<file path="config.mk">
export PLATFORM = sky130hd
export DESIGN_NAME = sleep_clk_ctrl
export DESIGN_NICKNAME = d
export VERILOG_FILES = /design/src/rtl/sleep_clk_pkg.sv /design/src/rtl/sleep_clk_fsm.sv /design/src/rtl/sleep_clk_gates.sv /design/src/rtl/sleep_clk_ctrl.sv
export SDC_FILE = /design/constraint.sdc
export NUM_CORES = 1
export LEC_CHECK = 0
export BUFFER_PORTS_ARGS = -buffer_cell sky130_fd_sc_hd__buf_2
export CAP_MARGIN = 20
export CORE_ASPECT_RATIO = 1.5
export CORE_UTILIZATION = 46
export DETAILED_ROUTE_END_ITERATION = 10
export GPL_TIMING_DRIVEN = 0
export PLACE_DENSITY_LB_ADDON = 0.05
export SETUP_SLACK_MARGIN = 0.05
export SLEW_MARGIN = 20
export SYNTH_ARGS = -nofsm -noshare
export SYNTH_HDL_FRONTEND = slang
export SYNTH_SLANG_ARGS = --single-unit
</file>
<file path="constraint.sdc">
create_clock -name clk -period 2.08 [get_ports clk]
set_input_delay 0.208 -clock clk [delete_from_list [all_inputs] [get_ports clk]]
set_output_delay 0.208 -clock clk [all_outputs]
set_load 0.05 [all_outputs]
</file>
<file path="src/rtl/sleep_clk_pkg.sv">
package sleep_clk_pkg;
  typedef enum logic [2:0] {
    ST_RUN,
    ST_LIGHT,
    ST_QUIET,
    ST_DEEP,
    ST_OSCWAIT
  } sleepState_e;

  // Strobes from control to gating datapath
  typedef struct packed {
    logic cpuOn;
    logic flashOn;
    logic ioOn;
    logic fastOn;
    logic asleep;
  } gateStrobe_t;

  localparam logic [2:0] MODE_LIGHT = 3'b000;
  localparam logic [2:0] MODE_QUIET = 3'b001;
  localparam logic [2:0] MODE_DEEP  = 3'b011;
endpackage

</file>
<file path="src/rtl/sleep_clk_fsm.sv">
module sleep_clk_fsm
  import sleep_clk_pkg::*;
#(
  parameter int CNT_W = 8
) (
  input  logic             clk,
  input  logic             rst_n,
  input  logic             sleepReq,
  input  logic [2:0]       modeSel,
  input  logic             wakeIrq,
  input  logic             vregWarnIrq,
  input  logic             slowTick,
  input  logic             fastOscReady,
  input  logic [CNT_W-1:0] readyCycles,
  output gateStrobe_t      strobe,
  output logic [1:0]       modeStatus
);
  sleepState_e state, stateNext;
  logic [CNT_W-1:0] readyCnt;
  logic readyDone;

  assign readyDone = fastOscReady && (readyCnt >= readyCycles);

  always_comb begin
    stateNext = state;
    unique case (state)
      ST_RUN: begin
        if (sleepReq && !wakeIrq) begin
          case (modeSel)
            MODE_LIGHT: stateNext = ST_LIGHT;
            MODE_QUIET: stateNext = ST_QUIET;
            MODE_DEEP:  stateNext = ST_DEEP;
            default:    stateNext = ST_RUN;
          endcase
        end
      end
      ST_LIGHT, ST_QUIET: if (wakeIrq || vregWarnIrq) stateNext = ST_RUN;
      ST_DEEP:            if (wakeIrq) stateNext = ST_OSCWAIT;
      ST_OSCWAIT:         if (readyDone) stateNext = ST_RUN;
      default:            stateNext = ST_RUN;
    endcase
  end

  always_ff @(posedge clk or negedge rst_n) begin
    if (!rst_n) begin
      state    <= ST_RUN;
      readyCnt <= '0;
    end else begin
      state <= stateNext;
      if (state != ST_OSCWAIT || !fastOscReady) readyCnt <= '0;
      else if (slowTick && readyCnt < readyCycles) readyCnt <= readyCnt + 1'b1;
    end
  end

  always_comb begin
    strobe     = '{cpuOn: 1'b1, flashOn: 1'b1, ioOn: 1'b1, fastOn: 1'b1, asleep: 1'b0};
    modeStatus = 2'b00;
    unique case (state)
      ST_LIGHT: begin
        strobe.cpuOn = 1'b0; strobe.flashOn = 1'b0; strobe.asleep = 1'b1;
        modeStatus = 2'b01;
      end
      ST_QUIET: begin
        strobe.cpuOn = 1'b0; strobe.flashOn = 1'b0; strobe.ioOn = 1'b0;
        strobe.asleep = 1'b1;
        modeStatus = 2'b10;
      end
      ST_DEEP: begin
        strobe = '{cpuOn: 1'b0, flashOn: 1'b0, ioOn: 1'b0, fastOn: 1'b0, asleep: 1'b1};
        modeStatus = 2'b11;
      end
      ST_OSCWAIT: begin
        strobe = '{cpuOn: 1'b0, flashOn: 1'b0, ioOn: 1'b0, fastOn: 1'b1, asleep: 1'b1};
        modeStatus = 2'b11;
      end
      default: ;
    endcase
  end
endmodule

</file>
<file path="src/rtl/sleep_clk_gates.sv">
module sleep_clk_gates
  import sleep_clk_pkg::*;
#(
  parameter int N_GATES = 4
) (
  input  logic        clk,
  input  logic        rst_n,
  input  gateStrobe_t strobe,
  input  logic        ccEnable,
  input  logic        dischargeFetOn,
  input  logic        chargerDetReq,
  output logic        cpuClkEn,
  output logic        flashClkEn,
  output logic        ioClkEn,
  output logic        fastOscEn,
  output logic        slowOscEn,
  output logic        chargerDetEn
);
  logic [N_GATES-1:0] gateWant;
  logic [N_GATES-1:0] gateReg;

  assign gateWant = {strobe.cpuOn, strobe.flashOn, strobe.ioOn, strobe.fastOn};

  // Each enable retimed on the falling edge so it settles while the clock is low
  for (genvar g = 0; g < N_GATES; g++) begin : g_gate
    always_ff @(negedge clk or negedge rst_n) begin
      if (!rst_n) gateReg[g] <= 1'b1;
      else        gateReg[g] <= gateWant[g];
    end
  end

  assign {cpuClkEn, flashClkEn, ioClkEn, fastOscEn} = gateReg;
  assign slowOscEn    = !strobe.asleep || ccEnable;
  assign chargerDetEn = chargerDetReq && !dischargeFetOn;
endmodule

</file>
<file path="src/rtl/sleep_clk_ctrl.sv">
module sleep_clk_ctrl
  import sleep_clk_pkg::*;
#(
  parameter int CNT_W = 8
) (
  input  logic             clk,
  input  logic             rst_n,
  input  logic             sleepReq,
  input  logic [2:0]       modeSel,
  input  logic             wakeIrq,
  input  logic             vregWarnIrq,
  input  logic             slowTick,
  input  logic             fastOscReady,
  input  logic [CNT_W-1:0] readyCycles,
  input  logic             ccEnable,
  input  logic             dischargeFetOn,
  input  logic             chargerDetReq,
  output logic             cpuClkEn,
  output logic             flashClkEn,
  output logic             ioClkEn,
  output logic             fastOscEn,
  output logic             slowOscEn,
  output logic             chargerDetEn,
  output logic [1:0]       modeStatus
);
  gateStrobe_t strobe;

  sleep_clk_fsm #(.CNT_W(CNT_W)) u_fsm (
    .clk(clk), .rst_n(rst_n), .sleepReq(sleepReq), .modeSel(modeSel),
    .wakeIrq(wakeIrq), .vregWarnIrq(vregWarnIrq), .slowTick(slowTick),
    .fastOscReady(fastOscReady), .readyCycles(readyCycles),
    .strobe(strobe), .modeStatus(modeStatus)
  );

  sleep_clk_gates #(.N_GATES(4)) u_gates (
    .clk(clk), .rst_n(rst_n), .strobe(strobe), .ccEnable(ccEnable),
    .dischargeFetOn(dischargeFetOn), .chargerDetReq(chargerDetReq),
    .cpuClkEn(cpuClkEn), .flashClkEn(flashClkEn), .ioClkEn(ioClkEn),
    .fastOscEn(fastOscEn), .slowOscEn(slowOscEn), .chargerDetEn(chargerDetEn)
  );
endmodule

</file>
==> out/results.ini <==
[logic_synthesis]
syn_area_sq_um=1005
yosys_warnings=0
synth.net_count=144
netlist.area_leader.share_pct=27.40
yosys.cell_types.count=37
synth_top_flop_cell=dfrtp_1
yosysSeqAreaShare_pct=35.24
yosysTopAreaCell=dfrtp_1
syn-mean-instance-area_sq_um=8.813
ys_seq_elements=14
synthTopCellsByArea=dfrtp_1 27%, ha_1 11%, dfstp_2 7.8%, inv_1 5.6%, mux2i_1 5.0%
syn_inst=114
netlist_top_cells_count=15 x inv_1, 11 x dfrtp_1, 9 x a21oi_1, 9 x ha_1
synth_edf_count=0
async_reset_ff_share_pct=100.0
synth.most_common_cell=inv_1

[route]
drt_first_pass_iters=4
ant_nets=0
via_count=967
routedWlPerCell_um=12.46
drcViolationCount=0
wirelength_um=2217
viasPerCell=5.433
drt_iter0_markers=12

[cells_and_area]
design_area_sq_um=1374
nFillCells=188
antenna_cells=0
areaGrowthSynthToFinish_pct=36.74
post-route-util_pct=66.95
drive_gt1_share_pct=38.46
nets=187

[clock_tree]
clk_pin_slew_ps=90
cts_buffers=3
insertion_delay_ps=340
clock_path_buffers=2
clockRootBuffer=clkbuf_4
h-tree-depth=1
cts_sinks=14
cts_tree=done

[floorplanning]
coreArea_sq_um=2052
die_x_um=40.16
start_util_pct=48.96
io_pins=29
die_y_um=59.24
row_count=20
dieArea_sq_um=2379

[worst_hold_path]
holdPathStages=3
holdPathEnd=u_fsm.state[1]$_DFFE_PN0P_
hp-start=modeSel[0]
holdCritPathClass=in -> reg

[setup_path]
cp-start-kind=register
max_stage_delay_ps=540
cp.arrival_ps=2140
cp-end-kind=output pin
critPathKind=reg -> out
r2r-start=u_fsm.readyCnt[1]$_DFFE_PN0P_
critPathMaxFanout=2
cpMostUsedCell=buf_8
r2r_slack_ps=70
reg2reg_depth=7
cp.required_ps=1870
crit_slowest_cell=dfstp_2
timing.rr.end=u_fsm.readyCnt[5]$_DFFE_PN0P_
crit_chain=buf_8 -> buf_8

[run]
drv_cap=0

[timing]
relSlewSlack_pct=78.68
hold_violations=0
rsz0062_at_grt=true
finalClockSkew_ps=61.97
worstMarginPinSlew_ps=319.9
final_max_slew_viol_count=0
setup_viol=4
setup_slack_ps=-266.9

[global_route]
grt_antenna_before_repair=0
grt_usage_pct=20.64
grt_start_max_net_pins=15
grt_pass1_wl_um=3394
grt-ovfl-total=0
grt_pass1_vias=915

[run_status]
violations=setup timing
status=finished with violations

[power_and_ir_drop]
powerDensity_nw_per_um2=852.4
power_uw=1171
ir_drop_uv=712.0
p_leak_uw=0.0006585

[placed_design]
place_area_sq_um=1182
port_buffers=28
dp.final_hpwl_um=1662
preCtsSetupSlack_ps=-51.75
globalplace.congestion=0.6959

[flip-flops by register name, summed over array words and instances (netlist names)]
name and count:
u_fsm.readyCnt 8, u_fsm.state 3, u_gates.fastOscEn 1, u_gates.flashClkEn 1, u_gates.ioClkEn 1
[area by class of cell]
cell class / instances / area [sq um] / share of cell area [%]
Multi-Input combinational cell: 82 / 630.6 / 45.90
Clock buffer: 3 / 22.52 / 1.639
Tap cell: 22 / 27.53 / 2.004
Sequential cell: 14 / 355.3 / 25.87
Timing Repair Buffer: 37 / 242.7 / 17.67
Clock inverter: 4 / 16.27 / 1.184
Inverter: 14 / 52.55 / 3.825
Buffer: 2 / 26.28 / 1.913
[power breakdown]
group | switching, uW | internal [uW] | total [uW] | leakage (uW)
clock network | 105 | 79.0 | 184 | 0.0000337
registers | 49.4 | 325 | 375 | 0.000182
logic | 364 | 248 | 612 | 0.000442
total | 519 | 652 | 1170 | 0.000658
[per-stage QoR]
stage	instances	hold WS, ps	setup TNS, ps
global route	178	220.3	-1011
global placement	164	116.4	-51.04
floorplan	114	-87.59	-37.40
detailed placement	164	118.9	-97.22
CTS	174	217.1	-873.0
finish	178	215.8	-860.3
[critical path, delay by kind of cell, from the launching register on]
kind | cells | cell delay [ps]
buf+inv | 2 | 220
flops | 1 | 540
[cells in the final DEF, fill, tap and decap left out, types with 4 or more instances in the layout]
| master | synthesis | layout |
|---|---|---|
| buf_4 | 1 | 9 |
| nand2_1 | 8 | 8 |
| nand2b_1 | 4 | 4 |
| buf_8 | 0 | 4 |
| buf_2 | 0 | 24 |
| a21oi_1 | 9 | 7 |
| nand3_1 | 8 | 8 |
| dfrtp_1 | 11 | 10 |
| mux2i_1 | 5 | 5 |
| inv_1 | 15 | 17 |
| ha_1 | 9 | 7 |
[per-layer routing]
| layer | GRT usage, % | share of wire [%] |
|---|---|---|
| met5 | 0 | 0 |
| met4 | 8.867 | 1.6 |
| met3 | 1.128 | 2.4 |
| met2 | 40.55 | 57 |
| met1 | 19.85 | 39 |
[cell families (layout without fill, tap and decap cells)]
logic type	count (synthesis)	count (layout)	share of synthesized area [%]
buffers and inverters	18	60	7.845
adders and majority gates	9	9	11.21
and+or+nand+nor	40	40	21.92
xor gates and xnor gates	2	2	1.744
muxes	5	5	4.982
DFF	14	14	35.24
AOI/OAI and AO/OA	26	26	17.06
[worst max path at each step]
stage | start | to
after detailed placement | u_fsm.state[1]$_DFFE_PN0P_ | u_gates.ioClkEn$_DFF_NN1_
after CTS | u_gates.flashClkEn$_DFF_NN1_ | flashClkEn
after global routing | u_gates.flashClkEn$_DFF_NN1_ | flashClkEn
after floorplan | u_gates.flashClkEn$_DFF_NN1_ | flashClkEn
final | u_gates.flashClkEn$_DFF_NN1_ | flashClkEn
after global placement | u_fsm.state[1]$_DFFE_PN0P_ | u_gates.ioClkEn$_DFF_NN1_
[repair_timing]
action                                 in CTS  in global routing
hold buffers                                1                  0
resized for setup                          13                  6
setup endpoints to repair                  10                 13
endpoints found under the hold margin      11                  0
buffers inserted                            4                  4
pin swaps                                   2                  2
Power figures use the tool's default switching activity.
